==> config.mk <==
export PLATFORM = sky130hd
export DESIGN_NAME = i2s_simul_split
export DESIGN_NICKNAME = d
export VERILOG_FILES = /design/src/rtl/i2ss_pkg.sv /design/src/rtl/i2ss_sync.sv /design/src/rtl/i2ss_frame.sv /design/src/rtl/i2ss_lane.sv /design/src/rtl/i2s_simul_split.sv
export SDC_FILE = /design/constraint.sdc
export NUM_CORES = 1
export LEC_CHECK = 0
export BUFFER_PORTS_ARGS = -buffer_cell sky130_fd_sc_hd__clkbuf_2
export CELL_PAD_IN_SITES_DETAIL_PLACEMENT = 0
export CELL_PAD_IN_SITES_GLOBAL_PLACEMENT = 2
export CORE_ASPECT_RATIO = 1.5
export CORE_UTILIZATION = 35
export DETAILED_ROUTE_END_ITERATION = 6
export PLACE_DENSITY_LB_ADDON = 0.1
export REMOVE_ABC_BUFFERS = 1
export SLEW_MARGIN = 20
export SYNTH_ARGS = -nofsm -noshare
export SYNTH_HDL_FRONTEND = slang
export SYNTH_SLANG_ARGS = --single-unit
==> constraint.sdc <==
create_clock -name clk -period 0.9 [get_ports clk]
set_clock_uncertainty 0.05 [all_clocks]
set_input_delay 0.045 -clock clk [delete_from_list [all_inputs] [get_ports clk]]
set_output_delay 0.045 -clock clk [all_outputs]
set_load 0.05 [all_outputs]
==> src/rtl/i2ss_pkg.sv <==
package i2ss_pkg;

  typedef enum logic {
    CH_LEFT  = 1'b0,
    CH_RIGHT = 1'b1
  } chan_e;

  // One decoded bit slot, valid only in the cycle of a BCK rising event
  typedef struct packed {
    logic  valid;    // bit is to be forwarded
    chan_e chan;     // owning channel (from WS one bit period earlier)
    logic  bit_val;  // data bit, MSB already inverted
    logic  last;     // this is bit index WORD_W-1 of the word
  } slot_t;

endpackage

==> src/rtl/i2ss_sync.sv <==
module i2ss_sync #(
  parameter int unsigned WIDTH  = 3,
  parameter int unsigned STAGES = 2
) (
  input  logic             clk,
  input  logic             rst_n,
  input  logic [WIDTH-1:0] din,
  output logic [WIDTH-1:0] dout
);

  logic [WIDTH-1:0] stage_q [STAGES];

  for (genvar s = 0; s < STAGES; s++) begin : g_stage
    logic [WIDTH-1:0] stage_d;
    if (s == 0) begin : g_first
      assign stage_d = din;
    end else begin : g_next
      assign stage_d = stage_q[s-1];
    end

    always_ff @(posedge clk or negedge rst_n) begin
      if (!rst_n) stage_q[s] <= '0;
      else        stage_q[s] <= stage_d;
    end
  end

  assign dout = stage_q[STAGES-1];

endmodule

==> src/rtl/i2ss_frame.sv <==
module i2ss_frame
  import i2ss_pkg::*;
#(
  parameter int unsigned WORD_W = 16
) (
  input  logic  clk,
  input  logic  rst_n,
  input  logic  bck_s,
  input  logic  ws_s,
  input  logic  sd_s,
  output logic  bck_rise,
  output logic  bck_fall,
  output slot_t slot
);

  localparam int unsigned CNT_W = $clog2(WORD_W + 1);
  localparam logic [CNT_W-1:0] WORD_CNT = CNT_W'(WORD_W);
  localparam logic [CNT_W-1:0] LAST_IDX = CNT_W'(WORD_W - 1);
  localparam logic             ONE_BIT  = (WORD_W == 1);

  logic             bck_q;
  logic             primed_q, primed_n;
  logic             started_q, started_n;
  logic             ws_a_q, ws_a_n;   // WS at the previous BCK rise
  logic             ch_q, ch_n;       // WS one rise before that
  logic [CNT_W-1:0] cnt_q, cnt_n;     // bits already passed in this word
  logic             msb;
  logic             fwd;

  // Edge events and slot decode
  always_comb begin
    bck_rise     = bck_s & ~bck_q;
    bck_fall     = ~bck_s & bck_q;
    msb          = primed_q & (ws_a_q != ch_q);
    fwd          = primed_q & (msb | (started_q & (cnt_q < WORD_CNT)));
    slot.valid   = bck_rise & fwd;
    slot.chan    = chan_e'(ws_a_q);
    slot.bit_val = sd_s ^ msb;
    slot.last    = msb ? ONE_BIT : (cnt_q == LAST_IDX);
  end

  // Next state, enabled by the BCK rising event
  always_comb begin
    primed_n  = primed_q;
    started_n = started_q;
    ws_a_n    = ws_a_q;
    ch_n      = ch_q;
    cnt_n     = cnt_q;
    if (bck_rise) begin
      if (!primed_q) begin
        primed_n = 1'b1;
        ws_a_n   = ws_s;
        ch_n     = ws_s;
      end else begin
        ch_n   = ws_a_q;
        ws_a_n = ws_s;
        if (msb) begin
          started_n = 1'b1;
          cnt_n     = CNT_W'(1);
        end else if (cnt_q < WORD_CNT) begin
          cnt_n = cnt_q + CNT_W'(1);
        end
      end
    end
  end

  always_ff @(posedge clk or negedge rst_n) begin
    if (!rst_n) begin
      bck_q     <= 1'b0;
      primed_q  <= 1'b0;
      started_q <= 1'b0;
      ws_a_q    <= 1'b0;
      ch_q      <= 1'b0;
      cnt_q     <= '0;
    end else begin
      bck_q     <= bck_s;
      primed_q  <= primed_n;
      started_q <= started_n;
      ws_a_q    <= ws_a_n;
      ch_q      <= ch_n;
      cnt_q     <= cnt_n;
    end
  end

endmodule

==> src/rtl/i2ss_lane.sv <==
module i2ss_lane
  import i2ss_pkg::*;
#(
  parameter chan_e LANE = CH_LEFT
) (
  input  logic  clk,
  input  logic  rst_n,
  input  logic  bck_fall,
  input  slot_t slot,
  output logic  lane_clk,
  output logic  lane_data,
  output logic  lane_latch
);

  logic data_q,  data_n;
  logic go_q,    go_n;     // clock rise one cycle after data update
  logic clk_q,   clk_n;
  logic pend_q,  pend_n;   // LSB taken, strobe due at next fall
  logic latch_q, latch_n;
  logic mine;

  always_comb begin
    mine    = slot.valid & (slot.chan == LANE);
    data_n  = data_q;
    go_n    = 1'b0;
    clk_n   = clk_q;
    pend_n  = pend_q;
    latch_n = latch_q;

    if (mine) begin
      data_n = slot.bit_val;
      go_n   = 1'b1;
      pend_n = slot.last;
    end

    if (go_q)          clk_n = 1'b1;
    else if (bck_fall) clk_n = 1'b0;

    if (bck_fall) begin
      latch_n = pend_q;
      pend_n  = 1'b0;
    end
  end

  always_ff @(posedge clk or negedge rst_n) begin
    if (!rst_n) begin
      data_q  <= 1'b0;
      go_q    <= 1'b0;
      clk_q   <= 1'b0;
      pend_q  <= 1'b0;
      latch_q <= 1'b0;
    end else begin
      data_q  <= data_n;
      go_q    <= go_n;
      clk_q   <= clk_n;
      pend_q  <= pend_n;
      latch_q <= latch_n;
    end
  end

  assign lane_clk   = clk_q;
  assign lane_data  = data_q;
  assign lane_latch = latch_q;

endmodule

==> src/rtl/i2s_simul_split.sv <==
module i2s_simul_split
  import i2ss_pkg::*;
#(
  parameter int unsigned WORD_W      = 16,
  parameter int unsigned SYNC_STAGES = 2
) (
  input  logic clk,
  input  logic rst_n,
  input  logic bck_in,
  input  logic ws_in,
  input  logic sd_in,
  output logic left_clk,
  output logic left_data,
  output logic left_latch,
  output logic right_clk,
  output logic right_data,
  output logic right_latch
);

  localparam int unsigned N_PINS  = 3;
  localparam int unsigned N_LANES = 2;

  // Asynchronous assert, synchronous release
  logic [1:0] rst_pipe_q;
  logic       rst_int_n;

  always_ff @(posedge clk or negedge rst_n) begin
    if (!rst_n) rst_pipe_q <= 2'b00;
    else        rst_pipe_q <= {rst_pipe_q[0], 1'b1};
  end
  assign rst_int_n = rst_pipe_q[1];

  logic [N_PINS-1:0] pins_s;
  logic              bck_rise;
  logic              bck_fall;
  slot_t             slot;

  i2ss_sync #(
    .WIDTH  (N_PINS),
    .STAGES (SYNC_STAGES)
  ) u_sync (
    .clk   (clk),
    .rst_n (rst_int_n),
    .din   ({sd_in, ws_in, bck_in}),
    .dout  (pins_s)
  );

  i2ss_frame #(
    .WORD_W (WORD_W)
  ) u_frame (
    .clk      (clk),
    .rst_n    (rst_int_n),
    .bck_s    (pins_s[0]),
    .ws_s     (pins_s[1]),
    .sd_s     (pins_s[2]),
    .bck_rise (bck_rise),
    .bck_fall (bck_fall),
    .slot     (slot)
  );

  logic [N_LANES-1:0] lane_clk;
  logic [N_LANES-1:0] lane_dat;
  logic [N_LANES-1:0] lane_lat;

  for (genvar g = 0; g < N_LANES; g++) begin : g_lane
    i2ss_lane #(
      .LANE (chan_e'(1'(g)))
    ) u_lane (
      .clk        (clk),
      .rst_n      (rst_int_n),
      .bck_fall   (bck_fall),
      .slot       (slot),
      .lane_clk   (lane_clk[g]),
      .lane_data  (lane_dat[g]),
      .lane_latch (lane_lat[g])
    );
  end

  assign left_clk    = lane_clk[CH_LEFT];
  assign left_data   = lane_dat[CH_LEFT];
  assign left_latch  = lane_lat[CH_LEFT];
  assign right_clk   = lane_clk[CH_RIGHT];
  assign right_data  = lane_dat[CH_RIGHT];
  assign right_latch = lane_lat[CH_RIGHT];

endmodule

* Yosys cells after proc, flatten, opt, wreduce, memory -nomap -nowiden
Cells that the tools add are included.
** Operators by class
- Mux-type cells :: 13
- Shift operators :: 0
- $mul :: 0
- Divide/modulo/power cells :: 0
- Bitwise logic cells :: 13
- $add $sub $neg :: 1
- Eq/ne operators :: 2
- Order comparisons :: 1
- Reductions and logical operators :: 7
** Operator list (count)
- 1-bit 2-to-1 mux :: 11
- 5-bit 2-to-1 mux :: 2
- 2-bit nonzero test :: 5
- 1-bit bitwise AND :: 8
- 3-bit AND reduction :: 2
- 5-bit by 1-bit adder with 5-bit output, second input constant :: 1
- 5-bit by 4-bit == test with 1-bit output, second input constant :: 1
- 5-bit < comparator, second input constant :: 1
- 1-bit NOT :: 3
- 1-bit inequality test :: 1
- 1-bit bitwise OR :: 1
- 1-bit XOR :: 1
** Word-level totals
- Bits in writable memories :: 0
- Output and inout bits :: 6
- Memories kept :: 0
- Word-level logic and storage cells :: 56
- Bits in latches :: 0
- Input port bits :: 5
- Register bits :: 28
- Bits in read-only memories :: 0

* Longest topological paths before layout
Gate-level depths: netlist (run 1).
- Word-level depth :: 8
- Gate-level depth with buffers :: 5
- Mapped depth without buffers :: 5

* Hierarchy
From an unflattened synthesis (run 1), not the netlist that was laid out.
** Unflattened totals
- Cells, all modules :: 82
- Area total of the unflattened synthesis :: 1114.8 µm²
** By module, submodules not included
- i2ss_frame :: sequential area each 250.2 µm², times used 1, cells an instance 47, area an instance 520.5 µm²
- i2ss_lane at g_lane[0].u_lane :: sequential area each 125.1 µm², times used 1, cells an instance 13, area an instance 198.9 µm²
- i2ss_lane at g_lane[1].u_lane :: sequential area each 125.1 µm², times used 1, cells an instance 13, area an instance 191.4 µm²
- i2ss_sync :: sequential area each 150.1 µm², times used 1, cells an instance 6, area an instance 150.1 µm²
- i2s_simul_split :: sequential area each 50.0 µm², times used 1, cells an instance 3, area an instance 53.8 µm²

* Worst setup path after synthesis (run 1)
OpenSTA, ideal clock, no wires.
- Path type :: register to register
- Start :: reg u_frame.bck_q
- End :: reg g_lane[1].u_lane.data_q
- Required time :: 0.722 ns
- Arrival :: 1.265 ns
- Clock period less this slack :: 1.443 ns
- Setup slack :: -0.543 ns
- Stages on the path, launching flop included :: 5
- Library setup time :: 0.128 ns
- Path buffers :: 1
- Cell sequence :: dfrtp_1 > nand3b_1 > buf_4 > a211oi_4 > mux2_1
** Between the ends
- Longest elaborated chain between the ends :: 4
** Ends and longest elaborated chain
- start: declaration :: RTL line i2ss_frame.sv:21 : logic bck_q;
- start signal: assignment :: RTL line i2ss_frame.sv:76 : bck_q <= bck_s;
- 1-bit NOT :: RTL line i2ss_frame.sv:32 : bck_rise = bck_s & ~bck_q;
- 1-bit bitwise AND :: RTL line i2ss_frame.sv:32
- 1-bit bitwise AND :: RTL line i2ss_frame.sv:36 : slot.valid = bck_rise & fwd;
- 1-bit bitwise AND :: RTL line i2ss_lane.sv:23 : mine = slot.valid & (slot.chan == LANE);
- end signal: assignment :: RTL line i2ss_lane.sv:53 : data_q <= data_n;
- end: declaration :: RTL line i2ss_lane.sv:15 : logic data_q, data_n;
No other way between the ends.
A chain may end at the register's enable or synchronous reset.

* Worst setup path after layout (run 1)
Same ends and word-level chain as after synthesis.

==> results of run 1 <==
power groups by stage:
stage	combinational, W	clock, W	sequential [W]
after global placement	0.00126	0	0.00162
after global routing	0.00178	0.00105	0.00168
final	0.00163	0.000988	0.00164
after CTS	0.00153	0.00102	0.00162
after detailed placement	0.00128	0	0.00163
after floorplan	0.000434	0	0.00192
worst max path at each step:
stage	end	slack, ns	cells past startpoint
after detailed placement	g_lane[0].u_lane.lane_data	-0.60	3
after global placement	g_lane[0].u_lane.lane_data	-0.57	3
after floorplan	g_lane[0].u_lane.lane_data	-0.75	3
after global routing	g_lane[1].u_lane.lane_data	-0.58	4
after CTS	g_lane[1].u_lane.lane_data	-0.50	4
final	g_lane[1].u_lane.lane_data	-0.51	4
Yosys cell counts (2+ instances only):
cell      instances
a21o_1            2
a21oi_1           4
dfrtp_1          28
ha_1              2
inv_1             3
mux2_1            2
mux2_2            3
mux2i_1           3
nand2_1           7
nand2b_1          4
nor2_1            2
nor3_1            2
o21ai_0           4
xnor2_1           2
timing repair:
action,CTS,global route
pin swaps,4,3
hold buffers,4,0
buffers inserted,6,7
endpoints found under the setup margin,24,25
gates cloned,0,0
endpoints found under the hold margin,5,0
gates resized for setup,27,11
state kept, by name (all words and copies together), names as in the netlist:
register / cells
g_lane.u_lane.lane_latch: 2
g_lane.u_lane.go_q: 2
u_frame.cnt_q: 5
u_sync.g_stage.stage_d: 3
u_frame.bck_q: 1
g_lane.u_lane.lane_data: 2
u_sync.dout: 3
u_frame.started_q: 1
u_frame.primed_q: 1
g_lane.u_lane.pend_q: 2
u_frame.ch_q: 1
u_frame.ws_a_q: 1
g_lane.u_lane.lane_clk: 2
rst_pipe_q: 2
cell type report:
type,instances,share of cell area (%)
Multi-Input combinational cell,50,25.5
Sequential cell,28,42.3
Tap cell,39,2.95
Inverter,3,0.680
Clock inverter,1,1.81
Clock buffer,3,2.49
Timing Repair Buffer,44,24.3
layer usage:
layer | GRT usage [%] | up-vias | wire length [um]
li1 | - | 374 | -
met1 | 16.6 | 364 | 834
met2 | 22.7 | 12 | 1080
met3 | 2.33 | 4 | 44
met4 | 7.62 | 0 | 42
met5 | 0 | - | 0
worst max-delay path, cell delays in order (launching register included):
cell      delay (ns)
dfrtp_1         0.38
nand3b_1        0.20
buf_4           0.17
a211oi_4        0.18
mux2_4          0.32
through the flow:
| stage | cells | total power (W) | setup slack, ns | utilization (%) |
|---|---|---|---|---|
| 3_5_place_dp | 150 | 0.00291 | -0.600 | 45.8 |
| 2_1_floorplan | 81 | 0.00235 | -0.749 | - |
| 6_report | 168 | 0.00426 | -0.514 | 56.9 |
| 4_1_cts | 164 | 0.00417 | -0.501 | 54.9 |
| 3_3_place_gp | 150 | 0.00288 | -0.574 | 45.8 |
| 5_1_grt | 168 | 0.00451 | -0.577 | 56.9 |
cell families (layout without fill, tap and decap cells):
| family | after synthesis | in the layout | share of synthesized area, % |
|---|---|---|---|
| AND/OR/NAND/NOR | 21 | 21 | 10.5 |
| other | 1 | 1 | 0.346 |
| flip-flops | 28 | 28 | 64.7 |
| AO/OA/AOI/OAI | 15 | 15 | 9.70 |
| buffers and inverters | 5 | 51 | 2.08 |
| XOR/XNOR | 3 | 3 | 2.43 |
| adder cells (fa/ha/maj) | 2 | 2 | 2.31 |
| multiplexers | 8 | 8 | 7.97 |
==> results by group, run 1 <==
Outcome
  – Status: complete, but fails checks
  – Failing checks: setup timing

Finish
  – Diode count: 0
  – Commonest non-fill, non-tap cell in the layout: dfrtp_1
  – Final non-filler cell area: between 1500 and 2000 um2
  – Commonest cells after routing, fill and taps aside: 28 x dfrtp_1, 25 x buf_4, 7 x nand2_1
  – Reg area: 701 um2
  – P&R area growth vs syn: 52.9%
  – Fraction of layout instances using a drive strength above 1: between 40% and 50%
  – Nets: ~140
  – Filler Cell Count: 267
  – Multi-input gate area: approximately 420 um2

Setup path
  – Worst Setup SP: u_frame.bck_q
  – R2r setup slk: -0.51 ns
  – Max FO, Critical Path: 3
  – Endpoint type of the worst setup path: flip-flop
  – Worst flop-to-flop path endpoint: g_lane[1].u_lane.lane_data
  – Startpoint type of the worst setup path: flip-flop
  – Worst R2R Start: u_frame.bck_q
  – Worst path required time: 1.01 ns
  – Worst R2R Path Depth: 4
  – CP arrival: around 1.5 ns
  – Setup CP Type: flip-flop to flip-flop

Power
  – Logic pwr share: between 30% and 40%
  – Int Pwr: ~0.0030 W
  – Flop pwr share: between 30% and 40%
  – PD cells: ~2600 nW/um2
  – Clock share of power: a little under a quarter
  – Net Sw Frac: between 30% and 40%
  – NetSw: 0.00131 W
  – P_leak: between 0.8 and 0.9 nW
  – Worst vdd ir: between 0.0015 and 0.002 V

Min path
  – Worst hold path type: primary input to async pin

STA
  – Period Utilization, post-route: 157%
  – Fin worst setup slack: -0.514 ns
  – Final setup vio count: 24
  – Hold_ws: approximately 0.024 ns
  – Unrepaired setup endpoints after global routing: true
  – Setup TNS: -6.39 ns
  – Achievable Freq: just over 700 MHz
  – Final Hold Viols: 0
  – Slew Limit Fails: 0
  – Fin crit period: 1.41 ns

Drt
  – Drt drc: 0
  – Final WL: approximately 2.0 mm
  – Antenna viol nets, final: 0
  – Via count: roughly 750
  – DR vias/cell: roughly 4.5
  – Initial drt markers: 5
  – TritonRoute pass-1 iters: 2
  – Wire per inst: 11.9 um

Yosys
  – Post-synthesis sequential area ratio: roughly 65%
  – Synthesis Warnings: 0
  – Synth unique cells: 29
  – Post-Syn Area: 1080 um2
  – EDFF count, synth: 0
  – Top_reg_cell synth: dfrtp_1
  – #FFs+latches synth: 28
  – Leading area contributor after synthesis: dfrtp_1
  – Post-synthesis async set-or-reset flop share: 100%
  – Avg Cell Area, Syn: roughly 13 um2
  – Largest cells by area after synthesis: dfrtp_1 65%, mux2_2 3.1%, mux2i_1 2.8%
  – Post-synthesis cell count: slightly above 80
  – Top-area cell type share of the netlist area: around 65%

Clock tree
  – Worst-Skew Late Latency: about 0.27 ns
  – H-tree depth: 1
  – Clock-pin slew on the worst setup and hold paths: ~0.10 ns
  – Root Buffer: clkbuf_8
  – CTS Buf Count: 3
  – Clock buffer depth: 2
  – TritonCTS clock tree: done
  – Clock sinks: 28

Placement
  – Detailed Place HPWL: about 1.3 mm
  – DP Area: 1330 um2
  – Gpl congestion: ~0.70
  – IO Port Bufs: 10

Floorplanning
  – Initial Util: 37.2%
  – Boundary Pins: 11
  – Core Rows: 24
  – Core Box Area: approximately 2900 um2
  – Die Y: 70.1 um
  – Die width: 47.4 um
  – Die area: between 3000 and 4000 um2

Global routing
  – Gr ovfl total: 0
  – First-pass GRT wire length: ~3.3 mm
  – Largest net degree at the start of global routing: 27
  – Vias in the first global route: 778
  – Antenna violations before repair: 0
  – GRT Total Usage: between 10 and 15%

Run
  – Max_cap viols: 0
No activity file was read; power rests on OpenSTA's default activity.
==> run 2, diff against run 1 <==
--- a/config.mk
+++ b/config.mk
@@ -8,8 +8,8 @@
 export BUFFER_PORTS_ARGS = -buffer_cell sky130_fd_sc_hd__clkbuf_2
 export CELL_PAD_IN_SITES_DETAIL_PLACEMENT = 0
 export CELL_PAD_IN_SITES_GLOBAL_PLACEMENT = 2
-export CORE_ASPECT_RATIO = 1.5
 export CORE_UTILIZATION = 35
+export CTS_BUF_LIST = sky130_fd_sc_hd__clkbuf_16
 export DETAILED_ROUTE_END_ITERATION = 6
 export PLACE_DENSITY_LB_ADDON = 0.1
 export REMOVE_ABC_BUFFERS = 1
==> results by group, run 2 (synthesis results as in run 1) <==
Clock tree
  – TritonCTS clock tree: done
  – CTS Buf Count: 3
  – Clock sinks: 28
  – Clock buffer depth: 2
  – Root Buffer: clkbuf_16
  – H-tree depth: 1
  – Worst-Skew Late Latency: 0.26 ns
  – Clock-pin slew on the worst setup and hold paths: 0.07 ns

Setup path
  – Startpoint type of the worst setup path: flip-flop
  – Max incr delay on CP: about 0.38 ns
  – Setup CP Type: flip-flop to flip-flop
  – Cell family with the largest share of critical-path delay: flip-flops
  – WP buf/inv: 1
  – CP arrival: approximately 1.5 ns
  – Slowest-stage cell, CP: dfrtp_1
  – Worst path required time: 1.00 ns
  – CP cell instances: nand3b_1, buf_4, a211oi_4, mux2_4
  – Max FO, Critical Path: 3
  – Endpoint type of the worst setup path: flip-flop

Finish
  – Fraction of layout instances using a drive strength above 1: a little over 50%
  – Commonest cells after routing, fill and taps aside: 26 x dfrtp_1, 18 x buf_4, 11 x buf_6
  – P&R area growth vs syn: 60.7%
  – Commonest non-fill, non-tap cell in the layout: dfrtp_1
  – Final non-filler cell area: around 1700 um2
  – Non-Filler Instances: 160
  – Number of flip-flops under the largest register name: 5
  – Register name with the most flops: u_frame.cnt_q
  – Nets: 137
  – Diode count: 0
  – Filler Cell Count: ~230

Outcome
  – Failing checks: DRC, setup timing
  – Status: complete, but fails checks

STA
  – Achievable Freq: 702 MHz
  – Fin worst setup slack: -0.525 ns
  – Slew Limit Fails: 0
  – Period Utilization, post-route: 158%
  – Final setup vio count: 25
  – Unrepaired setup endpoints after global routing: true
  – Fin crit period: approximately 1.4 ns
  – Hold_ws: ~0.045 ns
  – Final Hold Viols: 0

Placement
  – DP Cell Count: 145
  – IO Port Bufs: 10
  – DP Area: ~1300 um2
  – Detailed Place HPWL: ~1.3 mm
  – Gpl congestion: 0.746

Power
  – PD cells: about 2700 nW/um2
  – Worst vdd ir: 0.00116 V
  – Total power: 0.00462 W
  – P_leak: approximately 0.84 nW

Drt
  – TritonRoute pass-1 iters: 6
  – Antenna viol nets, final: 0
  – DR vias/cell: between 4 and 5
  – Drt drc: 2
  – Initial drt markers: 5
  – Wire per inst: roughly 13 um
  – Via count: around 760
  – Final WL: about 2 mm

Floorplanning
  – Core Box Area: between 2000 and 3000 um2
  – Core Rows: 19
  – Die Y: 57.6 um
  – Boundary Pins: 11
  – Initial Util: a little under two fifths
  – Die area: 3320 um2
  – Die width: between 50 and 60 um

Global routing
  – Vias in the first global route: 836
  – Antenna violations before repair: 0
  – First-pass GRT wire length: between 3 and 4 mm
  – Gr ovfl total: 0
  – GRT Total Usage: ~15%
  – Largest net degree at the start of global routing: 27

Min path
  – Worst hold path type: primary input to async pin

Run
  – Max_cap viols: 0
## run 2: cell counts in the layout (fill, tap and decap cells not counted)
No cell type changed its count.
## run 2: routing by layer
| layer | up-vias | GRT usage (%) | wire, um | share of wire (%) |
|---|---|---|---|---|
| met5 | - | 0 | 0 | 0 |
| met4 | 0 | 8.01 | 46 | 2.2 |
| met3 | 5 | 4.69 | 78 | 3.8 |
| met2 | 12 | 26.2 | 1050 | 51 |
| met1 | 369 | 16.4 | 887 | 43 |
| li1 | 371 | - | - | - |
## run 2: per-stage QoR
step           util, %  worst slack (ns)  TNS, ns
5_1_grt           61.1            -0.593    -8.94
3_3_place_gp      47.2            -0.512    -6.53
2_1_floorplan        -            -0.749    -5.78
4_1_cts           59.8            -0.505    -6.79
6_report          61.1            -0.525    -7.71
3_5_place_dp      47.2            -0.571    -6.97
## run 2: final timing paths
check	start	end	slack, ns	cells after the start
hold reg to reg	rst_pipe_q[1]	g_lane[1].u_lane.lane_latch	0.16	1
hold / removal	rst_n	rst_pipe_q[0]	0.04	2
setup reg to reg	u_frame.bck_q	g_lane[1].u_lane.lane_data	-0.52	4
min in group clk	u_sync.g_stage[1].stage_d[2]	u_sync.dout[2]	0.30	0
max in group asynchronous	rst_pipe_q[1]	u_frame.ch_q	0.48	1
setup / recovery	u_frame.bck_q	g_lane[1].u_lane.lane_data	-0.52	4
## run 2: area by class of cell
| cell class | instances | area [um2] | share of cell area (%) |
|---|---|---|---|
| well taps | 31 | 38.8 | 2.23 |
| clock buffers | 3 | 75.1 | 4.31 |
| flip-flops and latches | 28 | 703 | 40.4 |
| repair buffers | 44 | 429 | 24.6 |
| clock inverters | 1 | 30.0 | 1.72 |
| multi-input cells | 50 | 454 | 26.1 |
| inverters | 3 | 11.3 | 0.647 |
## run 2: repair_timing
action / in CTS / in global routing
cloned: 1 / 0
pin swaps: 10 / 4
setup endpoints to repair: 25 / 25
setup buffers: 3 / 4
hold endpoints to repair: 5 / 0
resized for setup: 47 / 9
hold buffers: 4 / 0
## run 2: report_power, final
part           internal (W)  switching (W)  total, W  leakage (nW)
clock network      0.000886       0.000422   0.00131        0.0511
logic              0.000883       0.000760   0.00164         0.450
registers           0.00148       0.000190   0.00167         0.334
total               0.00325        0.00137   0.00462         0.836
==> run 3, diff against run 2 <==
--- a/config.mk
+++ b/config.mk
@@ -8,12 +8,14 @@
 export BUFFER_PORTS_ARGS = -buffer_cell sky130_fd_sc_hd__clkbuf_2
 export CELL_PAD_IN_SITES_DETAIL_PLACEMENT = 0
 export CELL_PAD_IN_SITES_GLOBAL_PLACEMENT = 2
-export CORE_UTILIZATION = 35
-export CTS_BUF_LIST = sky130_fd_sc_hd__clkbuf_16
+export CORE_UTILIZATION = 37
+export CTS_BUF_LIST = sky130_fd_sc_hd__clkbuf_8
 export DETAILED_ROUTE_END_ITERATION = 6
 export PLACE_DENSITY_LB_ADDON = 0.1
+export RECOVER_POWER = 50
 export REMOVE_ABC_BUFFERS = 1
 export SLEW_MARGIN = 20
 export SYNTH_ARGS = -nofsm -noshare
 export SYNTH_HDL_FRONTEND = slang
 export SYNTH_SLANG_ARGS = --single-unit
+export TNS_END_PERCENT = 20
==> results by group, run 3 (synthesis results as in run 1) <==
STA
  – Slew Limit Fails: 0
  – Setup TNS: -6.35 ns
  – Fin worst setup slack: -0.492 ns
  – Final setup vio count: 25
  – Slew Limit Headroom: between 60% and 70%
  – Fin crit period: roughly 1.4 ns
  – Worst-margin pin slew: about 0.57 ns
  – Period Utilization, post-route: 155%
  – Achievable Freq: ~720 MHz
  – Final Hold Viols: 0
  – Unrepaired setup endpoints after global routing: true

Clock tree
  – CTS Buf Count: 3
  – Clock buffer depth: 2
  – H-tree depth: 1
  – Root Buffer: clkbuf_8
  – Clock-pin slew on the worst setup and hold paths: roughly 0.1 ns
  – TritonCTS clock tree: done
  – Clock sinks: 28
  – Worst-Skew Late Latency: between 0.2 and 0.3 ns

Setup path
  – Worst path required time: between 1 and 1.5 ns
  – Endpoint type of the worst setup path: flip-flop
  – CP cell instances: nand3b_1, buf_4, a211oi_4, mux2_4
  – CP arrival: approximately 1.5 ns
  – Slowest-stage cell, CP: dfrtp_1
  – Startpoint type of the worst setup path: flip-flop
  – Max incr delay on CP: around 0.4 ns
  – Setup CP Type: flip-flop to flip-flop
  – Max FO, Critical Path: 3
  – Worst R2R Path Depth: 4
  – R2r setup slk: -0.49 ns

Global routing
  – GRT Total Usage: between 10% and 20%
  – Gr ovfl total: 0
  – First-pass GRT wire length: approximately 3.5 mm
  – Largest net degree at the start of global routing: 27
  – Antenna violations before repair: 0
  – Vias in the first global route: around 800

Drt
  – DR vias/cell: 4.75
  – Initial drt markers: 10
  – Via count: between 700 and 800
  – Final WL: between 1.5 and 2 mm
  – TritonRoute pass-1 iters: 4
  – Drt drc: 0
  – Wire per inst: around 12 um
  – Antenna viol nets, final: 0

Power
  – PD cells: around 2700 nW/um2
  – P_leak: 0.749 nW
  – Total power: between 0.004 and 0.005 W
  – Worst vdd ir: 0.00136 V

Run
  – Max_cap viols: 0

Floorplanning
  – Die width: around 56 um
  – Die area: ~3100 um2
  – Boundary Pins: 11
  – Initial Util: approximately two fifths
  – Core Box Area: between 2000 and 3000 um2
  – Die Y: about 56 um
  – Core Rows: 19

Finish
  – Fraction of layout instances using a drive strength above 1: between 40% and 50%
  – Commonest cells after routing, fill and taps aside: 26 x dfrtp_1, 17 x buf_4, 6 x nand2_1, 6 x buf_8
  – Nets: 128
  – Multi-input gate area: roughly 430 um2
  – P&R area growth vs syn: 45.3%
  – Commonest non-fill, non-tap cell in the layout: dfrtp_1
  – Final non-filler cell area: roughly 1600 um2
  – Number of flip-flops under the largest register name: 5
  – Diode count: 0
  – Filler Cell Count: 223
  – Reg area: 703 um2
  – Register name with the most flops: u_frame.cnt_q

Placement
  – DP Area: ~1300 um2
  – Gpl congestion: 0.697
  – Detailed Place HPWL: between 1 and 1.5 mm
  – IO Port Bufs: 10

Outcome
  – Status: complete, but fails checks
  – Failing checks: setup timing

Min path
  – Worst hold path type: primary input to async pin
==> run 3: worst max-delay path: cells and delay by family, from the launching register on <==
| kind | cells | cell delay (ns) |
|---|---|---|
| DFF | 1 | 0.39 |
| muxes | 1 | 0.32 |
| AOI/OAI and AO/OA | 1 | 0.19 |
| and+or+nand+nor | 1 | 0.18 |
| buffers and inverters | 1 | 0.16 |
==> run 3: through the flow <==
stage | utilization, % | hold WS [ns] | std cells | setup slack (ns)
3_5_place_dp | 47.7 | -0.219 | 141 | -0.543
5_1_grt | 57.1 | 0.0317 | 151 | -0.573
2_1_floorplan | - | -0.301 | 81 | -0.749
6_report | 57.1 | 0.0316 | 151 | -0.492
4_1_cts | 56.4 | 0.0181 | 150 | -0.510
3_3_place_gp | 47.7 | -0.220 | 141 | -0.525
==> run 3: report_power, final <==
| group | internal, W | switching (W) |
|---|---|---|
| sequential | 0.00148 | 0.000163 |
| combinational | 0.000825 | 0.000756 |
| clock | 0.000596 | 0.000391 |
| total | 0.00290 | 0.00131 |
==> run 3: path summary, 6_finish.rpt <==
kind                                              startpoint                    endpoint
worst max-delay path                           u_frame.bck_q  g_lane[1].u_lane.lane_data
worst min-delay path                                   rst_n               rst_pipe_q[0]
worst max register to register                 u_frame.bck_q  g_lane[1].u_lane.lane_data
worst min register to register                 rst_pipe_q[1]               u_frame.bck_q
max in group asynchronous                      rst_pipe_q[1]                u_frame.ch_q
min in group clk                u_sync.g_stage[1].stage_d[2]              u_sync.dout[2]
==> run 3: final cells by class <==
type,instances,share of cell area [%]
repair buffers,35,20.0
inverters,3,0.715
clock buffers,3,2.62
flip-flops and latches,28,44.7
clock inverters,1,1.91
well taps,31,2.46
multi-input cells,50,27.6
==> run 3: what timing repair did <==
item	in CTS	in global routing
hold endpoints to repair	5	0
setup endpoints to repair	25	25
cloned	0	0
gates resized for setup	32	13
hold buffers	4	0
pin swaps	7	2
setup buffers	1	1
==> run 3: per-layer routing <==
metal  global-route usage, %  vias to the layer above  part of all wire (%)  routed length [um]
met2                    23.6                       10                    48                 878
met3                    2.79                        5                   2.3                  42
met1                    17.7                      347                    47                 862
li1                        -                      356                     -                   -
met5                       0                        -                     0                   0
met4                    7.32                        0                   2.2                  40
